## src/rtl/pio_xfer_pkg.sv

```systemverilog
package pio_xfer_pkg;
    // Occupancy of the transfer queue.
    typedef enum logic [1:0] {
        ST_EMPTY    = 2'd0,
        ST_PARTIAL  = 2'd1,
        ST_AT_LIMIT = 2'd2
    } occ_state_t;
endpackage

```

## src/rtl/pio_byte_store.sv

```systemverilog
module pio_byte_store #(
    parameter int W     = 8,
    parameter int DEPTH = 16,
    localparam int AW   = $clog2(DEPTH)
) (
    input  logic          clk,
    input  logic          we,
    input  logic [AW-1:0] waddr,
    input  logic [W-1:0]  wdata,
    input  logic [AW-1:0] raddr,
    output logic [W-1:0]  rdata
);
    logic [W-1:0] mem [DEPTH];

    always_ff @(posedge clk) begin
        if (we) mem[waddr] <= wdata;
    end

    assign rdata = mem[raddr];
endmodule

```

## src/rtl/pio_xfer_fifo.sv

```systemverilog
module pio_xfer_fifo
    import pio_xfer_pkg::*;
#(
    parameter int DATA_W    = 8,
    parameter int DEPTH     = 16,
    parameter int CMD_DEPTH = 16,
    localparam int PTR_W    = $clog2(DEPTH),
    localparam int CNT_W    = $clog2(DEPTH + 1),
    localparam int CMD_AW   = $clog2(CMD_DEPTH),
    localparam int CMD_LW   = $clog2(CMD_DEPTH + 1)
) (
    input  logic              clk,
    input  logic              rst_n,
    input  logic              flush,
    input  logic              wr_en,
    input  logic [DATA_W-1:0] wr_data,
    input  logic              rd_en,
    output logic [DATA_W-1:0] rd_data,
    input  logic              cmd_mode,
    input  logic [1:0]        phase,
    output logic              irq,
    output logic              pio_err,
    output logic              overrun,
    output logic [CNT_W-1:0]  count,
    output logic [PTR_W-1:0]  rd_ptr,
    output logic [PTR_W-1:0]  wr_ptr,
    output logic [CMD_LW-1:0] cmd_len,
    input  logic [CMD_AW-1:0] cmd_idx,
    output logic [DATA_W-1:0] cmd_byte
);
    localparam int LIMIT = DEPTH - 1;

    occ_state_t state, state_nx;

    logic              do_wr, do_rd, drop_wr, cmd_wr, data_out;
    logic [CNT_W-1:0]  count_nx, count_d;
    logic [PTR_W-1:0]  rd_ptr_d, wr_ptr_d;
    logic [DATA_W-1:0] fifo_q;

    function automatic logic [PTR_W-1:0] bump(input logic [PTR_W-1:0] p);
        return (p == PTR_W'(DEPTH - 1)) ? '0 : p + 1'b1;
    endfunction

    // Strobe qualification
    assign data_out = (phase == 2'b00);
    assign do_wr    = wr_en && !flush && !cmd_mode && (state != ST_AT_LIMIT);
    assign drop_wr  = wr_en && !flush && !cmd_mode && (state == ST_AT_LIMIT);
    assign cmd_wr   = wr_en && !flush && cmd_mode && (cmd_len < CMD_LW'(CMD_DEPTH));
    assign do_rd    = rd_en && !flush && (state != ST_EMPTY);
    assign count_nx = count + CNT_W'(do_wr) - CNT_W'(do_rd);

    // Storage
    pio_byte_store #(.W(DATA_W), .DEPTH(DEPTH)) u_fifo_mem (
        .clk   (clk),
        .we    (do_wr),
        .waddr (wr_ptr),
        .wdata (wr_data),
        .raddr (rd_ptr),
        .rdata (fifo_q)
    );

    pio_byte_store #(.W(DATA_W), .DEPTH(CMD_DEPTH)) u_cmd_mem (
        .clk   (clk),
        .we    (cmd_wr),
        .waddr (cmd_len[CMD_AW-1:0]),
        .wdata (wr_data),
        .raddr (cmd_idx),
        .rdata (cmd_byte)
    );

    // Next state of the occupancy machine
    always_comb begin
        state_nx = state;
        unique case (state)
            ST_EMPTY: begin
                if (do_wr)
                    state_nx = (count_nx == CNT_W'(LIMIT)) ? ST_AT_LIMIT : ST_PARTIAL;
            end
            ST_PARTIAL: begin
                if (count_nx == '0)
                    state_nx = ST_EMPTY;
                else if (count_nx == CNT_W'(LIMIT))
                    state_nx = ST_AT_LIMIT;
            end
            ST_AT_LIMIT: begin
                if (do_rd && !do_wr)
                    state_nx = (count_nx == '0) ? ST_EMPTY : ST_PARTIAL;
            end
            default: state_nx = ST_EMPTY;
        endcase
        if (flush) state_nx = ST_EMPTY;
    end

    // Next count and pointers; a drained queue rewinds both pointers
    always_comb begin
        if (flush || count_nx == '0) begin
            count_d  = '0;
            rd_ptr_d = '0;
            wr_ptr_d = '0;
        end else begin
            count_d  = count_nx;
            rd_ptr_d = (do_rd && !data_out) ? bump(rd_ptr) : rd_ptr;
            wr_ptr_d = do_wr ? bump(wr_ptr) : wr_ptr;
        end
    end

    // State register and counters
    always_ff @(posedge clk) begin
        if (!rst_n) begin
            state   <= ST_EMPTY;
            count   <= '0;
            rd_ptr  <= '0;
            wr_ptr  <= '0;
            cmd_len <= '0;
        end else begin
            state   <= state_nx;
            count   <= count_d;
            rd_ptr  <= rd_ptr_d;
            wr_ptr  <= wr_ptr_d;
            if (flush)
                cmd_len <= '0;
            else if (cmd_wr)
                cmd_len <= cmd_len + 1'b1;
        end
    end

    // Registered outputs
    always_ff @(posedge clk) begin
        if (!rst_n) begin
            rd_data <= '0;
            irq     <= 1'b0;
            pio_err <= 1'b0;
            overrun <= 1'b0;
        end else begin
            irq     <= do_rd;
            pio_err <= do_rd && data_out;
            overrun <= drop_wr;
            if (do_rd)
                rd_data <= data_out ? '0 : fifo_q;
        end
    end
endmodule

```

## config.mk

```make
export PLATFORM = sky130hd
export DESIGN_NAME = pio_xfer_fifo
export DESIGN_NICKNAME = d
export VERILOG_FILES = /design/src/rtl/pio_xfer_pkg.sv /design/src/rtl/pio_byte_store.sv /design/src/rtl/pio_xfer_fifo.sv
export SDC_FILE = /design/constraint.sdc
export NUM_CORES = 1
export LEC_CHECK = 0
export ABC_CLOCK_PERIOD_IN_PS = 6150
export BUFFER_PORTS_ARGS = -buffer_cell sky130_fd_sc_hd__buf_2
export CAP_MARGIN = 40
export CORE_AREA = 4 4 157 159
export DETAILED_ROUTE_END_ITERATION = 6
export DIE_AREA = 0 0 161 163
export HOLD_SLACK_MARGIN = 0.12
export PLACE_DENSITY = 0.66
export SYNTH_ARGS = -nofsm -noshare
export SYNTH_HDL_FRONTEND = slang
export SYNTH_SLANG_ARGS = --single-unit
```

## constraint.sdc

```tcl
create_clock -name clk -period 6.15 [get_ports clk]
set_clock_uncertainty 0.15 [all_clocks]
set_input_delay 0.615 -clock clk [delete_from_list [all_inputs] [get_ports clk]]
set_output_delay 0.615 -clock clk [all_outputs]
set_load 0.01 [all_outputs]
```

# --- Word-level counts from Yosys, hierarchy flattened ---
# Memories as Yosys holds them, arrays and structs flattened. A register that Yosys moved wholly into a read port is not among the register bits.
# Cells that the tools add are included.
word_totals:
  memories: 2
  ff_bits: 31
  input_bits: 20
  ram_bits: 256
classes:
  n_lt_le_gt_ge: 1
  bitwise_logic: 1
  n_eq_ne: 9
  mux: 16
  reduce_logical: 23
  add_sub_neg: 5
mem_list:
  columns: ["name", "words", "width", "read_ports", "rd_ports_with_merged_regs", "wr", "line", "text"]
  rows:
  - ["u_cmd_mem.mem", 16, 8, 1, 0, 1, "pio_byte_store.sv:13", "logic [W-1:0] mem [DEPTH];"]
  - ["u_fifo_mem.mem", 16, 8, 1, 1, 1, "pio_byte_store.sv:13", null]
op_table:
  columns: ["operator", "count"]
  rows:
  - ["$mux W4", 4]
  - ["$logic_and A1 B1 Y1", 11]
  - ["$mux W2", 5]
  - ["$add A4 B1 Y4 const B", 2]
  - ["$eq A4 B4 Y1 const B", 2]
  - ["$mux W8", 1]
  - ["$pmux W2 S3", 1]
  - ["$add A5 B1 Y5", 1]
  - ["$add A5 B1 Y5 const B", 1]
  - ["$eq A5 B4 Y1 const B", 1]
  - ["$logic_not A5 Y1", 1]
  - ["$lt A5 B5 Y1 const B", 1]
  - ["$mux W1", 5]
  - ["$sub A5 B1 Y5", 1]
  - ["$logic_not A1 Y1", 4]
  - ["$logic_not A2 Y1", 2]
  - ["$ne A2 B2 Y1 const B", 2]
  - ["$reduce_or A2 Y1", 2]
  - ["$ne A3 B3 Y1 const B", 1]
  - ["$reduce_and A3 Y1", 1]
  - ["$eq A2 B1 Y1 const B", 1]
  - ["$eq A2 B2 Y1 const B", 1]
  - ["$ne A2 B1 Y1 const B", 1]
  - ["$reduce_bool A2 Y1", 1]
  - ["other kinds (2)", 2]

# --- Logic depth before layout (Yosys ltp) ---
depth:
  word_depth: 10
  depth_mapped: 16

# --- By module ---
# Synthesis repeated with hierarchy kept, for this count alone.
hier_totals:
  cells_unflattened: 592
  hier_area_um2: 11399.7
by_module_without_submodules:
  columns: ["mod", "cells_per_inst", "area_each_um2", "n_inst"]
  rows:
  - ["pio_byte_store", 221, 4987.3, 2]
  - ["pio_xfer_fifo", 150, 1425.1, 1]

# --- Worst setup path after synthesis ---
# Ideal clock, no wire load.
synth_path:
  kind: "input port to flip-flop"
  from: "input port cmd_mode"
  to: "register (tool-made name)"
  path_buffers: 2
  cell_stages: 16
  setup_slack_ns: 2.698
  arrival_ns: 3.174
  path_cell_list: "nor3b_1 > nor2b_1 > buf_2 > inv_2 > ha_1 > inv_1 > ha_1 > inv_1 > fa_1 > nand2b_1 > a21oi_1 > xnor2_1 > nand3b_1 > nand2b_1 > clkbuf_1 > nor2_1"
synth_lines:
  columns: ["item", "line", "text"]
  rows:
  - ["start: declaration", "pio_xfer_fifo.sv:19", "input logic cmd_mode,"]

==> key figures <==
Logic synthesis
  – Seq/Total Area, Yosys: 0.733
  – Seq cells post-synth: 291
  – Synthesized net count: 600
  – Synth cell types: 43
  – Synth Area in Simple Gates: 0.0389
  – Compound-Gate Fraction of Synth Area: 0.0176
  – Synth area leaders: edfxtp_1 67%, mux4_2 11%, dfxtp_1 6.1%
  – EDFF count, synth: 256
  – Adder-cell share of the synthesized area: 0.0171
  – Mean area per synthesized cell: just over 20 um^2
  – Largest area contributor in the synthesized netlist: edfxtp_1
  – Yosys top cell area share: 0.672
  – Synth Cell Area: between 10000 and 15000 um^2
  – Most used DFF post-synth: edfxtp_1
  – Syn Inst Count: ~570
  – Main combinational cell family by area after synthesis: multiplexers
  – Post-Synth XOR/XNOR Area: 0.00765
  – Post-synthesis mux area share: 0.167
  – Yosys warns: 0
  – Post-synth ARST share: 0

Global routing
  – All-Layer GR Usage: 0.174
  – First-pass GRT wire length: 34600 um
  – Vias in the first global route: 5778
  – Initial antenna violation count: 0
  – Total gr overflow: 0
  – Largest net degree at the start of global routing: 33

Clocking
  – CTS tree: built
  – CTS Root Cell: clkbuf_16
  – Clock Tree Buf Depth: 3
  – # clock sinks: 291
  – Resize count post-CTS: 0
  – Clock Pin Slew Worst Setup and Hold Paths: 0.06 ns
  – Worst-Skew Late Latency: around 0.53 ns
  – CTS buffer count: 30
  – H-tree depth: 1

Drt
  – DRT antenna net count: 0
  – DR iter-0 viols: 439
  – DR vias/cell: 5.59
  – Drt pass-1 iters: 5
  – Via count: 5482
  – DRC viols: 0
  – Per-cell routed wire length: 22.7 um
  – WL final: 22200 um

Cells and area
  – Post-Layout Inst Area: 13000 um^2
  – Multi-input logic area: 2840 um^2
  – Share of layout cells above drive strength 1: 0.249
  – Filler Cells Inserted: 1775
  – Most common cell after layout, fill and taps aside: edfxtp_1
  – FF/Latch Area: 8390 um^2
  – # diodes: 0
  – Area grow syn2layout: 13.5%
  – Fin nets: 675
  – Core Util, Final: 0.558
  – Commonest cells after routing, fill and taps aside: 256 x edfxtp_1, 60 x buf_2, 56 x mux4_2, 49 x nor2_1, 33 x dfxtp_1

Place
  – DP Area: 12100 um^2
  – GP Congestion: 0.779
  – Post-detail-place hpwl: between 10000 and 15000 um
  – Port bufs: 56

Power and ir drop
  – Switching portion of total power: 0.196
  – Sequential share of power: 0.550
  – Combinational power share: 0.031
  – Pwr dens: 302 nW/um^2
  – Maximum vdd drop: approximately 230 uV
  – Clock network fraction of total power: 0.420
  – P_sw: 767 uW
  – Leak Pwr: 0.00422 uW
  – Cell-internal power: 3150 uW

Timing
  – Worst slew margin relative to its limit: 0.407
  – Fin. max-slew vios: 0
  – Worst-Margin Slew: 0.886 ns
  – Final hold violation count: 0
  – Max Freq: about 0.28 GHz
  – Final Cycle Share: 0.581
  – Minimum clock period: 3.57 ns
  – Setup tns final: 0 ns
  – RSZ-0062 raised after global routing: no
  – Final setup violation count: 0

Flow run
  – MaxCap Viol Count: 0

Min path
  – Hold Path Depth: 3
  – Hold WC Path Type: in -> reg

Setup path
  – R2r worst-path depth: 13
  – Crit path capture type: flop
  – Crit path DAT: roughly 3.8 ns
  – Reg2reg setup slack: 2.58 ns
  – Worst setup path startpoint: state[1]
  – WS Path Type: reg -> reg
  – Crit path launch type: flop
  – Crit path max fanout: 8
  – R2R Path Start: state[1]
  – CP required: 6.42 ns

Floorplan
  – Die width: around 160 um
  – Core area: 23300 um^2
  – DIE HEIGHT: 163 um
  – I/O pin total: 57
  – Die ar.: 26200 um^2
  – Initial core utilization: 0.492
  – Cell row count: 56

Run status
  – Status: completed
[Yosys cell counts, types with 2 or more instances]
library cell  instances
clkbuf_1             14
xnor2_1               4
a311oi_1              2
nand3_1               5
nand2b_1              7
nor2_1               49
dfxtp_1              35
nand2_1              15
nor3b_1               3
nor2b_1               3
edfxtp_1            256
xor2_1                6
ha_1                 14
nor3_1                9
buf_2                 4
mux4_1               24
buf_8                 2
buf_1                 6
a21oi_1               8
inv_1                12
mux4_2               56
a211oi_1              2
mux2i_1               2
a32o_1                8
[sequential cells by signal, summed over array words and instances, names as in the netlist, named ones only]
signal	flops
u_cmd_mem.mem	128
u_fifo_mem.mem	128
rd_data	8
cmd_len	5
count	5
rd_ptr	4
wr_ptr	4
state	2
irq	1
overrun	1
pio_err	1
[metrics by stage]
step	std cells	setup WS, ns	hold WS (ns)	power, uW
global placement	914	2.24	0.298	2310
global route	981	2.27	0.293	4050
detailed placement	925	2.09	0.310	2320
floorplan	565	2.70	0.361	2260
CTS	981	2.62	0.261	3950
finish	981	2.58	0.294	3920
[worst max-delay path, stage by stage (launching register included)]
cell and delay [ns]:
dfxtp_1 0.37, nor2_1 0.07, nor3b_1 0.65, ha_1 0.36, inv_1 0.06, ha_1 0.16, inv_1 0.06, fa_1 0.41
nand2b_1 0.16, a21oi_1 0.17, xnor2_1 0.16, nand3b_1 0.15, nand2b_1 0.22, a211oi_1 0.32
[power groups by stage]
| stage | registers [uW] | logic (uW) | clock network, uW |
|---|---|---|---|
| 3_5_place_dp | 2190 | 122 | 0 |
| 4_1_cts | 2150 | 123 | 1680 |
| 5_1_grt | 2150 | 130 | 1770 |
| 6_report | 2150 | 120 | 1640 |
| 3_3_place_gp | 2190 | 117 | 0 |
| 2_1_floorplan | 2200 | 63.0 | 0 |
[how the worst min path moves through the flow]
stage / end / slack, ns / startpoint
finish: overrun / 0.29 / cmd_mode
detailed placement: rd_data[3] / 0.31 / rd_data[3]
floorplan: rd_data[0] / 0.36 / rd_data[0]
CTS: overrun / 0.26 / cmd_mode
global route: overrun / 0.29 / cmd_mode
global placement: rd_data[4] / 0.30 / rd_data[4]
[cell families after synthesis]
| kind of cell | Yosys count |
|---|---|
| adders and majority gates | 15 |
| and+or+nand+nor | 98 |
| AOI/OAI and AO/OA | 27 |
| muxes | 82 |
| xor gates and xnor gates | 10 |
| buffers and inverters | 42 |
| DFF | 291 |
[layout make-up]
| class | count | area share |
|---|---|---|
| Clock inverter | 16 | 0.00723 |
| Tap cell | 319 | 0.0307 |
| Clock buffer | 38 | 0.0618 |
| Sequential cell | 291 | 0.646 |
| Multi-Input combinational cell | 232 | 0.219 |
| Inverter | 13 | 0.00376 |
| Timing Repair Buffer | 72 | 0.0314 |
[timing repair]
| item | 4_1_cts | 5_1_grt |
|---|---|---|
| hold endpoints to repair | 1 | 0 |
| buffers inserted | 0 | 0 |
| hold buffers | 2 | 0 |
[layer usage]
metal / GRT usage / vias to the layer above / routed length (um)
li1: - / 2455 / -
met1: 0.227 / 2835 / 9160
met2: 0.311 / 159 / 11600
met3: 0.0286 / 33 / 1010
met4: 0.0372 / 0 / 448
met5: 0 / - / 0
No activity file was read; power rests on OpenSTA's default activity.
